<file path="config.mk">
export PLATFORM = sky130hd
export DESIGN_NAME = warp_coalescer
export DESIGN_NICKNAME = d
export VERILOG_FILES = /design/src/rtl/coal_pkg.sv /design/src/rtl/coal_leader_pick.sv /design/src/rtl/coal_sector_merge.sv /design/src/rtl/warp_coalescer.sv
export SDC_FILE = /design/constraint.sdc
export NUM_CORES = 2
export LEC_CHECK = 0
export BUFFER_PORTS_ARGS = -buffer_cell sky130_fd_sc_hd__clkbuf_2
export CAP_MARGIN = 20
export CORE_MARGIN = 2
export CORE_UTILIZATION = 25
export CTS_CLUSTER_DIAMETER = 200
export DETAILED_ROUTE_END_ITERATION = 7
export PLACE_DENSITY = 0.53
export SLEW_MARGIN = 25
export SYNTH_ARGS = -nofsm -noshare
export SYNTH_HDL_FRONTEND = slang
export SYNTH_HIERARCHICAL = 1
export SYNTH_SLANG_ARGS = --single-unit
</file>
<file path="constraint.sdc">
create_clock -name clk -period 8.7 [get_ports clk]
set_input_delay 0.87 -clock clk [delete_from_list [all_inputs] [get_ports clk]]
set_output_delay 0.87 -clock clk [all_outputs]
set_load 0.02 [all_outputs]
</file>
<file path="src/rtl/coal_pkg.sv">
package coal_pkg;
    localparam int SECT_BYTES = 32;
    localparam int SECT_SHIFT = $clog2(SECT_BYTES);

    typedef enum logic [1:0] {
        EW_B1 = 2'd0,
        EW_B2 = 2'd1,
        EW_B4 = 2'd2,
        EW_B8 = 2'd3
    } elem_w_e;

    typedef enum logic [1:0] {
        ST_IDLE = 2'd0,
        ST_EMIT = 2'd1,
        ST_DONE = 2'd2
    } coal_state_e;

    // Bytes of a sector covered by one naturally aligned element.
    function automatic logic [SECT_BYTES-1:0] touch_bytes(
        input logic [SECT_SHIFT-1:0] off,
        input elem_w_e               w
    );
        logic [SECT_BYTES-1:0] base;
        logic [SECT_SHIFT-1:0] al;
        base = '0;
        case (w)
            EW_B1: begin base[0]   = 1'b1;  al = off; end
            EW_B2: begin base[1:0] = 2'h3;  al = {off[SECT_SHIFT-1:1], 1'b0}; end
            EW_B4: begin base[3:0] = 4'hF;  al = {off[SECT_SHIFT-1:2], 2'b0}; end
            default: begin base[7:0] = 8'hFF; al = {off[SECT_SHIFT-1:3], 3'b0}; end
        endcase
        return base << al;
    endfunction

    function automatic logic [SECT_SHIFT:0] count_bits(input logic [SECT_BYTES-1:0] v);
        logic [SECT_SHIFT:0] n;
        n = '0;
        for (int i = 0; i < SECT_BYTES; i++) begin
            n = n + {{SECT_SHIFT{1'b0}}, v[i]};
        end
        return n;
    endfunction
endpackage

</file>
<file path="src/rtl/coal_leader_pick.sv">
module coal_leader_pick #(
    parameter int LANES = 32,
    localparam int IDX_W = $clog2(LANES)
) (
    input  logic [LANES-1:0] req,
    output logic             found,
    output logic [IDX_W-1:0] idx
);
    always_comb begin
        idx = '0;
        for (int i = LANES - 1; i >= 0; i--) begin
            if (req[i]) begin
                idx = IDX_W'(i);
            end
        end
    end

    assign found = |req;
endmodule

</file>
<file path="src/rtl/coal_sector_merge.sv">
module coal_sector_merge
    import coal_pkg::*;
#(
    parameter int LANES  = 32,
    parameter int ADDR_W = 32,
    localparam int IDX_W = $clog2(LANES)
) (
    input  logic [LANES-1:0][ADDR_W-1:0] lane_addr,
    input  logic [LANES-1:0]             pending,
    input  elem_w_e                      elem_w,
    input  logic [IDX_W-1:0]             lead_idx,
    output logic [LANES-1:0]             match,
    output logic [ADDR_W-1:0]            sect_addr,
    output logic [SECT_BYTES-1:0]        sect_mask
);
    logic [ADDR_W-1:0] lead_addr;
    logic [LANES-1:0][SECT_BYTES-1:0] lane_bytes;

    assign lead_addr = lane_addr[lead_idx];
    assign sect_addr = {lead_addr[ADDR_W-1:SECT_SHIFT], {SECT_SHIFT{1'b0}}};

    for (genvar g = 0; g < LANES; g++) begin : g_lane
        assign match[g] = pending[g] &&
            (lane_addr[g][ADDR_W-1:SECT_SHIFT] == lead_addr[ADDR_W-1:SECT_SHIFT]);
        assign lane_bytes[g] = touch_bytes(lane_addr[g][SECT_SHIFT-1:0], elem_w);
    end

    always_comb begin
        sect_mask = '0;
        for (int i = 0; i < LANES; i++) begin
            if (match[i]) begin
                sect_mask = sect_mask | lane_bytes[i];
            end
        end
    end
endmodule

</file>
<file path="src/rtl/warp_coalescer.sv">
module warp_coalescer
    import coal_pkg::*;
#(
    parameter int LANES  = 32,
    parameter int ADDR_W = 32,
    localparam int IDX_W = $clog2(LANES),
    localparam int CNT_W = $clog2(LANES + 1),
    localparam int USE_W = $clog2(LANES * 8 + 1)
) (
    input  logic                    clk,
    input  logic                    rst,
    input  logic                    in_valid,
    output logic                    in_ready,
    input  logic [LANES*ADDR_W-1:0] in_addr,
    input  logic [LANES-1:0]        in_active,
    input  logic [1:0]              in_size,
    output logic                    sec_valid,
    input  logic                    sec_ready,
    output logic [ADDR_W-1:0]       sec_addr,
    output logic [SECT_BYTES-1:0]   sec_mask,
    output logic                    done,
    output logic [CNT_W-1:0]        done_sectors,
    output logic [USE_W-1:0]        done_useful
);
    coal_state_e                 state_q;
    logic [LANES-1:0][ADDR_W-1:0] addr_q;
    logic [LANES-1:0]            pend_q;
    elem_w_e                     size_q;
    logic [CNT_W-1:0]            sect_cnt_q;
    logic [USE_W-1:0]            use_cnt_q;

    logic                        lead_found;
    logic [IDX_W-1:0]            lead_idx;
    logic [LANES-1:0]            match;
    logic [LANES-1:0]            remaining;
    logic                        fire;

    coal_leader_pick #(.LANES(LANES)) u_pick (
        .req   (pend_q),
        .found (lead_found),
        .idx   (lead_idx)
    );

    coal_sector_merge #(.LANES(LANES), .ADDR_W(ADDR_W)) u_merge (
        .lane_addr (addr_q),
        .pending   (pend_q),
        .elem_w    (size_q),
        .lead_idx  (lead_idx),
        .match     (match),
        .sect_addr (sec_addr),
        .sect_mask (sec_mask)
    );

    assign in_ready     = (state_q == ST_IDLE);
    assign sec_valid    = (state_q == ST_EMIT) && lead_found;
    assign done         = (state_q == ST_DONE);
    assign done_sectors = sect_cnt_q;
    assign done_useful  = use_cnt_q;
    assign fire         = sec_valid && sec_ready;
    assign remaining    = pend_q & ~match;

    always_ff @(posedge clk) begin
        if (rst) begin
            state_q    <= ST_IDLE;
            addr_q     <= '0;
            pend_q     <= '0;
            size_q     <= EW_B1;
            sect_cnt_q <= '0;
            use_cnt_q  <= '0;
        end else begin
            case (state_q)
                ST_IDLE: begin
                    if (in_valid) begin
                        addr_q     <= in_addr;
                        pend_q     <= in_active;
                        size_q     <= elem_w_e'(in_size);
                        sect_cnt_q <= '0;
                        use_cnt_q  <= '0;
                        state_q    <= (|in_active) ? ST_EMIT : ST_DONE;
                    end
                end
                ST_EMIT: begin
                    if (fire) begin
                        pend_q     <= remaining;
                        sect_cnt_q <= sect_cnt_q + CNT_W'(1);
                        use_cnt_q  <= use_cnt_q + USE_W'(count_bits(sec_mask));
                        if (remaining == '0) begin
                            state_q <= ST_DONE;
                        end
                    end
                end
                default: state_q <= ST_IDLE;
            endcase
        end
    end

    // requests are sector aligned
    a_r1_aligned: assert property (@(posedge clk) disable iff (rst)
        sec_valid |-> (sec_addr[SECT_SHIFT-1:0] == '0));

    // every request uses at least one byte
    a_r5_mask_nonzero: assert property (@(posedge clk) disable iff (rst)
        sec_valid |-> (sec_mask != '0));

    // the chosen leader lane is always merged into its own sector
    a_r4_leader_merged: assert property (@(posedge clk) disable iff (rst)
        sec_valid |-> match[lead_idx]);

    // each transfer retires at least one pending lane
    a_r2_progress: assert property (@(posedge clk) disable iff (rst)
        fire |=> ($countones(pend_q) < $countones($past(pend_q))));

    // request held under backpressure
    a_r6_hold: assert property (@(posedge clk) disable iff (rst)
        (sec_valid && !sec_ready) |=> (sec_valid && $stable(sec_addr) && $stable(sec_mask)));

    // done lasts one cycle and never reports more useful bytes than fetched
    a_r7_pulse: assert property (@(posedge clk) disable iff (rst)
        done |=> !done);
    a_r7_bound: assert property (@(posedge clk) disable iff (rst)
        done |-> (int'(done_useful) <= int'(done_sectors) * SECT_BYTES));

    // an empty warp finishes at once with zero counts
    a_r8_empty: assert property (@(posedge clk) disable iff (rst)
        (in_valid && in_ready && (in_active == '0)) |=>
            (done && !sec_valid && (done_sectors == '0) && (done_useful == '0)));

    // no request and no done while accepting
    a_r9_ready_idle: assert property (@(posedge clk) disable iff (rst)
        in_ready |-> (!sec_valid && !done));
endmodule

</file>
Word-level counts from Yosys, hierarchy flattened
Cells that the tools add are included.
Word-level totals
  flip-flop bits (word level): 1075
  input bits: 1062
  output and inout port bits: 82
  word-level logic and storage cells: 335
Operators by class
  add/sub/neg operators: 33
  order comparisons: 1
  eq/ne operators: 39
  shifts and indexed selects: 32
  muxes and demuxes: 115
  bitwise operators: 33
  reductions and logical operators: 45
Operator list (count)
  two-way mux 32 bit: 35
  left shift 8 x 5 -> 32 bit: 32
  bitwise OR 32 bit: 31
  == test 27 bit: 32
  case mux 3 bit (3 select lines): 32
  binary-select mux 32 bit (select 5 bit): 1
  two-way mux 5 bit: 32
  adder 6 x 1 -> 6 bit: 26
  case mux 32 bit (2 select lines): 1
  OR reduction 32 bit: 2
  logical AND 1 bit: 34
  AND 32 bit: 1
  logical NOT 32 bit: 1
  inverter 32 bit: 1
  two-way mux 9 bit: 2
  case mux 9 bit (2 select lines): 1
  two-way mux 6 bit: 2
  case mux 6 bit (2 select lines): 1
  two-way mux 2 bit: 5
  adder 9 x 6 -> 9 bit: 1
  adder 5 x 1 -> 6 bit: 1
  adder 6 x 1 -> 6 bit, second input constant: 1
  < comparator 5 x 6 -> 1 bit, second input constant: 1
  AND reduction 3 bit: 2
  16 further kinds: 20

Logic depth before layout (Yosys ltp)
  depth after elaboration: 133
  gate-level depth with buffers: 42
  gate-level depth less buffers: 35

Modules after synthesis
Netlist, hierarchy kept.
By module, submodules not included
  warp_coalescer: instances 1, cells an instance 4843, area each 38212.9 um^2, sequential area each 21520.6 um^2
  coal_sector_merge: instances 1, cells an instance 4246, area each 30186.5 um^2, sequential area each 0.0 um^2
  coal_leader_pick: instances 1, cells an instance 65, area each 385.4 um^2, sequential area each 0.0 um^2

Worst setup path after synthesis
No wires, ideal clock.
  path type: register -> register
  from: register pend_q[31]
  to: register use_cnt_q[8] (netlist: done_useful[8])
  library setup time: 0.070 ns
  data arrival time: 9.671 ns
  required time: 8.630 ns
  path slack: -1.041 ns
  stages on the path, launching flop included: 36
  buffers on the path: 4
  period minus slack after synthesis: 9.741 ns
  path through: dfxtp_1 > nor3b_1 > nor3_1 > o31ai_1 > o2111ai_1 > a221oi_1 > nor2_2 > buf_2 > buf_1 > a22oi_1 > a21oi_1 > nor4_4 > buf_2 > xnor2_1 > nand4_1 > nor4_1 > nand2_2 > buf_4 > nor3_1 > a211oi_1 > nand4_1 > or4_1 > inv_1 > fa_1 > fa_1 > fa_1 > fa_1 > fa_1 > fa_1 > fa_1 > fa_1 > nor2b_1 > o31a_1 > nor4_1 > or3_1 > a21oi_1
On the way
  elaborated cells on any way between the ends: 200
  those cells by class: add/sub (32); eq/ne (33); mux (68); bitwise (31); reduce/logical (36)
RTL lines
  from (decl): RTL line warp_coalescer.sv:27  | logic [LANES-1:0] pend_q;
  from (signal assigned): RTL line warp_coalescer.sv:75  | pend_q <= in_active;
  from (signal assigned): RTL line warp_coalescer.sv:84  | pend_q <= remaining;
  two-way mux 5 bit (*) (32 in a row): RTL line coal_leader_pick.sv:12  | if (req[i]) begin
  net lead_idx[0]: RTL line warp_coalescer.sv:33  | logic [IDX_W-1:0] lead_idx;
  binary-select mux 32 bit (select 5 bit) (*): RTL line coal_sector_merge.sv:19  | assign lead_addr = lane_addr[lead_idx];
  two-way mux 32 bit (implied by the code) (*): RTL line coal_sector_merge.sv:19
  == test 27 bit: RTL line coal_sector_merge.sv:24  | (lane_addr[g][ADDR_W-1:SECT_SHIFT] == lead_addr[ADDR_W-1:SECT_SHIFT]);
  logical AND 1 bit: RTL line coal_sector_merge.sv:23  | assign match[g] = pending[g] &&
  two-way mux 32 bit: RTL line coal_sector_merge.sv:31  | if (match[i]) begin
  bitwise OR 32 bit: RTL line coal_sector_merge.sv:32  | sect_mask = sect_mask | lane_bytes[i];
  (+58 left out)
  two-way mux 32 bit: RTL line coal_sector_merge.sv:31
  bitwise OR 32 bit: RTL line coal_sector_merge.sv:32
  two-way mux 32 bit (*): RTL line coal_sector_merge.sv:31
  net sec_mask[23]: RTL line warp_coalescer.sv:20  | output logic [SECT_BYTES-1:0] sec_mask,
  adder 6 x 1 -> 6 bit (*) (9 in a row): RTL line coal_pkg.sv:39  | n = n + {{SECT_SHIFT{1'b0}}, v[i]};
  adder 9 x 6 -> 9 bit (*): RTL line warp_coalescer.sv:86  | use_cnt_q <= use_cnt_q + USE_W'(count_bits(sec_mask));
  two-way mux 9 bit (*): RTL line warp_coalescer.sv:83  | if (fire) begin
  case mux 9 bit (2 select lines) (*): RTL line warp_coalescer.sv:71  | case (state_q)
  to (signal assigned): RTL line warp_coalescer.sv:86
  to (decl): RTL line warp_coalescer.sv:30  | logic [USE_W-1:0] use_cnt_q;
Mark *: on every way through the listed nets, which the timed path passes. The rest lies on a longest branch. The select of a mux whose other input is x is not followed.
A chain may end at the register's enable or synchronous reset.

Final worst setup path
  from: register pend_q[16]
  to: register use_cnt_q[8] (netlist: done_useful[8])
On the way
  longest elaborated chain between the ends: 118
  elaborated cells on any way between the ends: 185
  those cells by class: add/sub (32); eq/ne (33); mux (53); bitwise (31); reduce/logical (36)
RTL lines (RTL line)
  two-way mux 5 bit (*) (17 in a row): coal_leader_pick.sv:12
  net lead_idx[1]: warp_coalescer.sv:33
  binary-select mux 32 bit (select 5 bit) (*): coal_sector_merge.sv:19
  two-way mux 32 bit (implied by the code) (*): coal_sector_merge.sv:19
  == test 27 bit: coal_sector_merge.sv:24
  logical AND 1 bit: coal_sector_merge.sv:23
  two-way mux 32 bit: coal_sector_merge.sv:31
  bitwise OR 32 bit: coal_sector_merge.sv:32
  (+63 left out)
  adder 3 x 1 -> 4 bit: coal_pkg.sv:39
  adder 4 x 1 -> 5 bit: coal_pkg.sv:39
  adder 5 x 1 -> 6 bit: coal_pkg.sv:39
  adder 6 x 1 -> 6 bit (25 in a row): coal_pkg.sv:39
  adder 6 x 1 -> 6 bit (*): coal_pkg.sv:39
  adder 9 x 6 -> 9 bit (*): warp_coalescer.sv:86
  two-way mux 9 bit (*): warp_coalescer.sv:83
  case mux 9 bit (2 select lines) (*): warp_coalescer.sv:71
Marks and branches as above.

==> out/results.ini <==
[global_routing]
grtUsageTotal_pct = 40.9
first_pass_grt_wire_length_mm = 770
antenna_violations_before_repair = 141
largest_net_degree_at_the_start_of_global_routing = 230
grt_remaining_overflow = 0
vias_in_the_first_global_route = 82900

[layout]
final.fill_count = 28800
finalNetCount = 13500
flow.area_growth_from_synthesis_pct = 55.2
finalInstanceArea_um2 = 107000
layout.core_utilization_pct = 39.0
final_layout_size_suffix_gt1_share_pct = 36.8

[clocking]
cts.path.max_buffers = 4
worst_skew_pair.late_latency_ns = 0.91
clkTransAtPathRegs_ns = 0.06
cts_tree = built
clock-root-buffer = clkbuf_16
cts_inserted_buffers = 143
cts_num_sinks = 1075
htree_levels = 4
holdBufCountCts = 0

[die]
num_rows = 192
floorplan.initialDensity_pct = 25.1
die_x_um = 529
io-pin-count = 1144
vertical_extent_of_the_die_um = 529
dieArea_um2 = 279000
core_um2 = 274000

[critical_path]
critPathArrivalTime_ns = 11.48
crit_fanout = 9
critPathCaptureType = register
slowest_delay_ns = 0.65
slowest_stage = fa_2
timing.critical_path.required_ns = 9.41
r2r_setup_slk_ns = -2.07
startpoint_class_of_the_critical_path = register
crit_path_top_cell_by_count = buf_4
setup.worst_path.class = register to register

[placement]
dpl-instance-area_um2 = 96400
pre_cts_ws_ns = -2.74
gp_routability_congestion = 1.13
place_hpwl_mm = 506
portBuffers = 1138

[route]
drtIter0Drc = 11900
drt-total-wl_mm = 601
post-route-drc-count = 0
detail_route.wl_per_cell_um = 37.1
vias_per_cell = 5.53
postRouteAntennaNets = 0
firstDrtPassIters = 8
count_of_vias_placed_by_the_detailed_router = 89700

[timing]
fin_crit_sh_pct = 124
unrepaired_setup_endpoints_after_global_routing = yes
layout_setup_ws_ns = -2.07
timing.final.max_slew_violations = 0
report.final.setup_viol = 9
finalCriticalPeriod_ns = 10.77
worst_pin_slew_ns = 1.27
finClkSkew_ns = 0.128
slew_headroom_pct = 15.0
fmax_ghz = 0.0929
finalHoldViolCount = 0

[flow_run]
max-cap-violations = 0

[logic_synthesis]
synth_enable_flop_cells = 0
synth.yosys.warnings = 6
synth_most_common_cell = nand2_1
async_flop_share_pct = 0
synth_cell_type_count = 101
post-synth-top-area-cell = dfxtp_1
post_synth_most_frequent_cells = nand2_1, a21oi_1, dfxtp_1, xnor2_1, mux2i_1
syn_inst = 9154
synth.ff_latch_count = 1075
ys_top_cells_by_area = dfxtp_1, nand2_1, xnor2_1, a21oi_1, mux2i_1
post_synth.cell_area_avg_um2 = 7.51
synth_top_cell_area_share_pct = 31.3
synth.cell_area_um2 = 68800
primary_flip_flop_cell_chosen_by_synthesis_mapping = dfxtp_1
synth-seq-area-share_pct = 31.3

[run_status]
failed_checks = negative setup slack
status = complete, but fails checks

[pwr]
power.ir.vdd_worst_v = 0.000483
leakage_nw = 44.4
power.density_nw_per_um2 = 454

[hold_path]
worst_hold_path_type = primary input to register

## flip-flops by register name (all words and copies together) (netlist names)
signal and count:
done_useful 9, size_q 2, done_sectors 6, state_q 2, addr_q 1024, pend_q 32
## worst max-delay path, delay by kind of cell, from the launching register on
family | cells | cell delay (ns)
compound gates | 7 | 1.09
xor+xnor | 1 | 0.15
fa+ha+maj | 8 | 3.80
buf+inv | 15 | 2.36
flops | 1 | 0.37
mux | 1 | 0.08
simple gates | 13 | 2.68
## cells in the final DEF, fill, tap and decap left out, types with 22 or more instances in the layout
master / netlist / layout
nor3_2: 10 / 22
buf_6: 80 / 70
buf_12: 12 / 245
nand3_1: 92 / 79
nor2_1: 383 / 365
inv_1: 191 / 182
mux2i_2: 0 / 36
clkbuf_2: 0 / 1137
nor4_2: 10 / 22
o21a_1: 27 / 27
or2_2: 73 / 73
clkbuf_8: 0 / 22
nand4_1: 269 / 269
clkbuf_16: 0 / 151
nor4_1: 78 / 40
clkbuf_1: 244 / 22
a21oi_1: 1314 / 1252
buf_4: 51 / 2264
a22oi_2: 1 / 89
nand2_1: 2339 / 2335
o32ai_1: 57 / 44
nor4_4: 24 / 50
mux2i_1: 416 / 361
xor2_1: 68 / 62
o22ai_1: 98 / 90
a22oi_1: 256 / 168
xnor2_1: 781 / 766
dfxtp_1: 1075 / 1064
nand2b_1: 71 / 71
clkinv_2: 0 / 24
nor2b_1: 41 / 37
diode_2: 0 / 93
nor3_1: 149 / 127
o21ai_0: 113 / 105
a211oi_1: 53 / 39
a21oi_2: 1 / 53
## report_power, final
| group | switching, W | internal [W] | total, W |
|---|---|---|---|
| Clock | 0.00257 | 0.00354 | 0.00611 |
| Sequential | 0.000743 | 0.00557 | 0.00631 |
| Combinational | 0.0206 | 0.0154 | 0.0360 |
| Total | 0.0239 | 0.0246 | 0.0485 |
## logic make-up (layout without fill, tap and decap cells)
| kind of cell | after synthesis | after routing | share of synthesized area, % |
|---|---|---|---|
| flip-flops | 1075 | 1075 | 31.3 |
| AND/OR/NAND/NOR | 3742 | 3742 | 24.9 |
| multiplexers | 427 | 427 | 6.41 |
| adder cells (fa/ha/maj) | 42 | 42 | 1.05 |
| XOR/XNOR | 849 | 849 | 10.8 |
| buffers and inverters | 833 | 4199 | 6.50 |
| AO/OA/AOI/OAI | 2185 | 2185 | 19.0 |
| other | 1 | 98 | 0.00545 |
## path summary, 6_finish.rpt
| check | from | end | cells past startpoint |
|---|---|---|---|
| worst max register to register | pend_q[16] | done_useful[8] | 45 |
| worst min register to register | addr_q[448] | addr_q[448] | 2 |
| worst max-delay path | pend_q[16] | done_useful[8] | 45 |
| worst min-delay path | in_addr[440] | addr_q[440] | 3 |
## repair_timing
action / CTS / global route
setup endpoints to repair: 15 / 11
hold endpoints to repair: 0 / 0
pin swaps: 84 / 138
setup buffers: 93 / 116
gates resized for setup: 311 / 333
cloned: 10 / 8
## per-layer routing
metal / track usage (%) / share of wire, %
met4: 31.1 / 9.3
met3: 10.8 / 10
met5: 0 / 0.071
met1: 51.5 / 39
met2: 59.4 / 41
## metrics by stage
| stage | TNS (ns) | hold WS [ns] | power, W | instances |
|---|---|---|---|---|
| after CTS | -14.35 | 0.168 | 0.0451 | 16000 |
| after global placement | -20.98 | 0.473 | 0.0370 | 15700 |
| after global routing | -16.65 | 0.203 | 0.0489 | 16200 |
| after detailed placement | -21.47 | 0.477 | 0.0368 | 15700 |
| after floorplan | -1.94 | 0.435 | 0.0216 | 9158 |
| final | -15.79 | 0.184 | 0.0485 | 16200 |
## area by class of cell
type / count / area [um^2] / area share (%)
diodes: 93 / 233 / 0.218
clock buffers: 187 / 3960 / 3.71
clock inverters: 57 / 648 / 0.607
inverters: 197 / 744 / 0.697
multi-input cells: 7250 / 45700 / 42.9
flip-flops and latches: 1075 / 21500 / 20.2
well taps: 3589 / 4490 / 4.21
repair buffers: 3758 / 29400 / 27.5
Note: power is estimated with default switching activity, not from simulation.
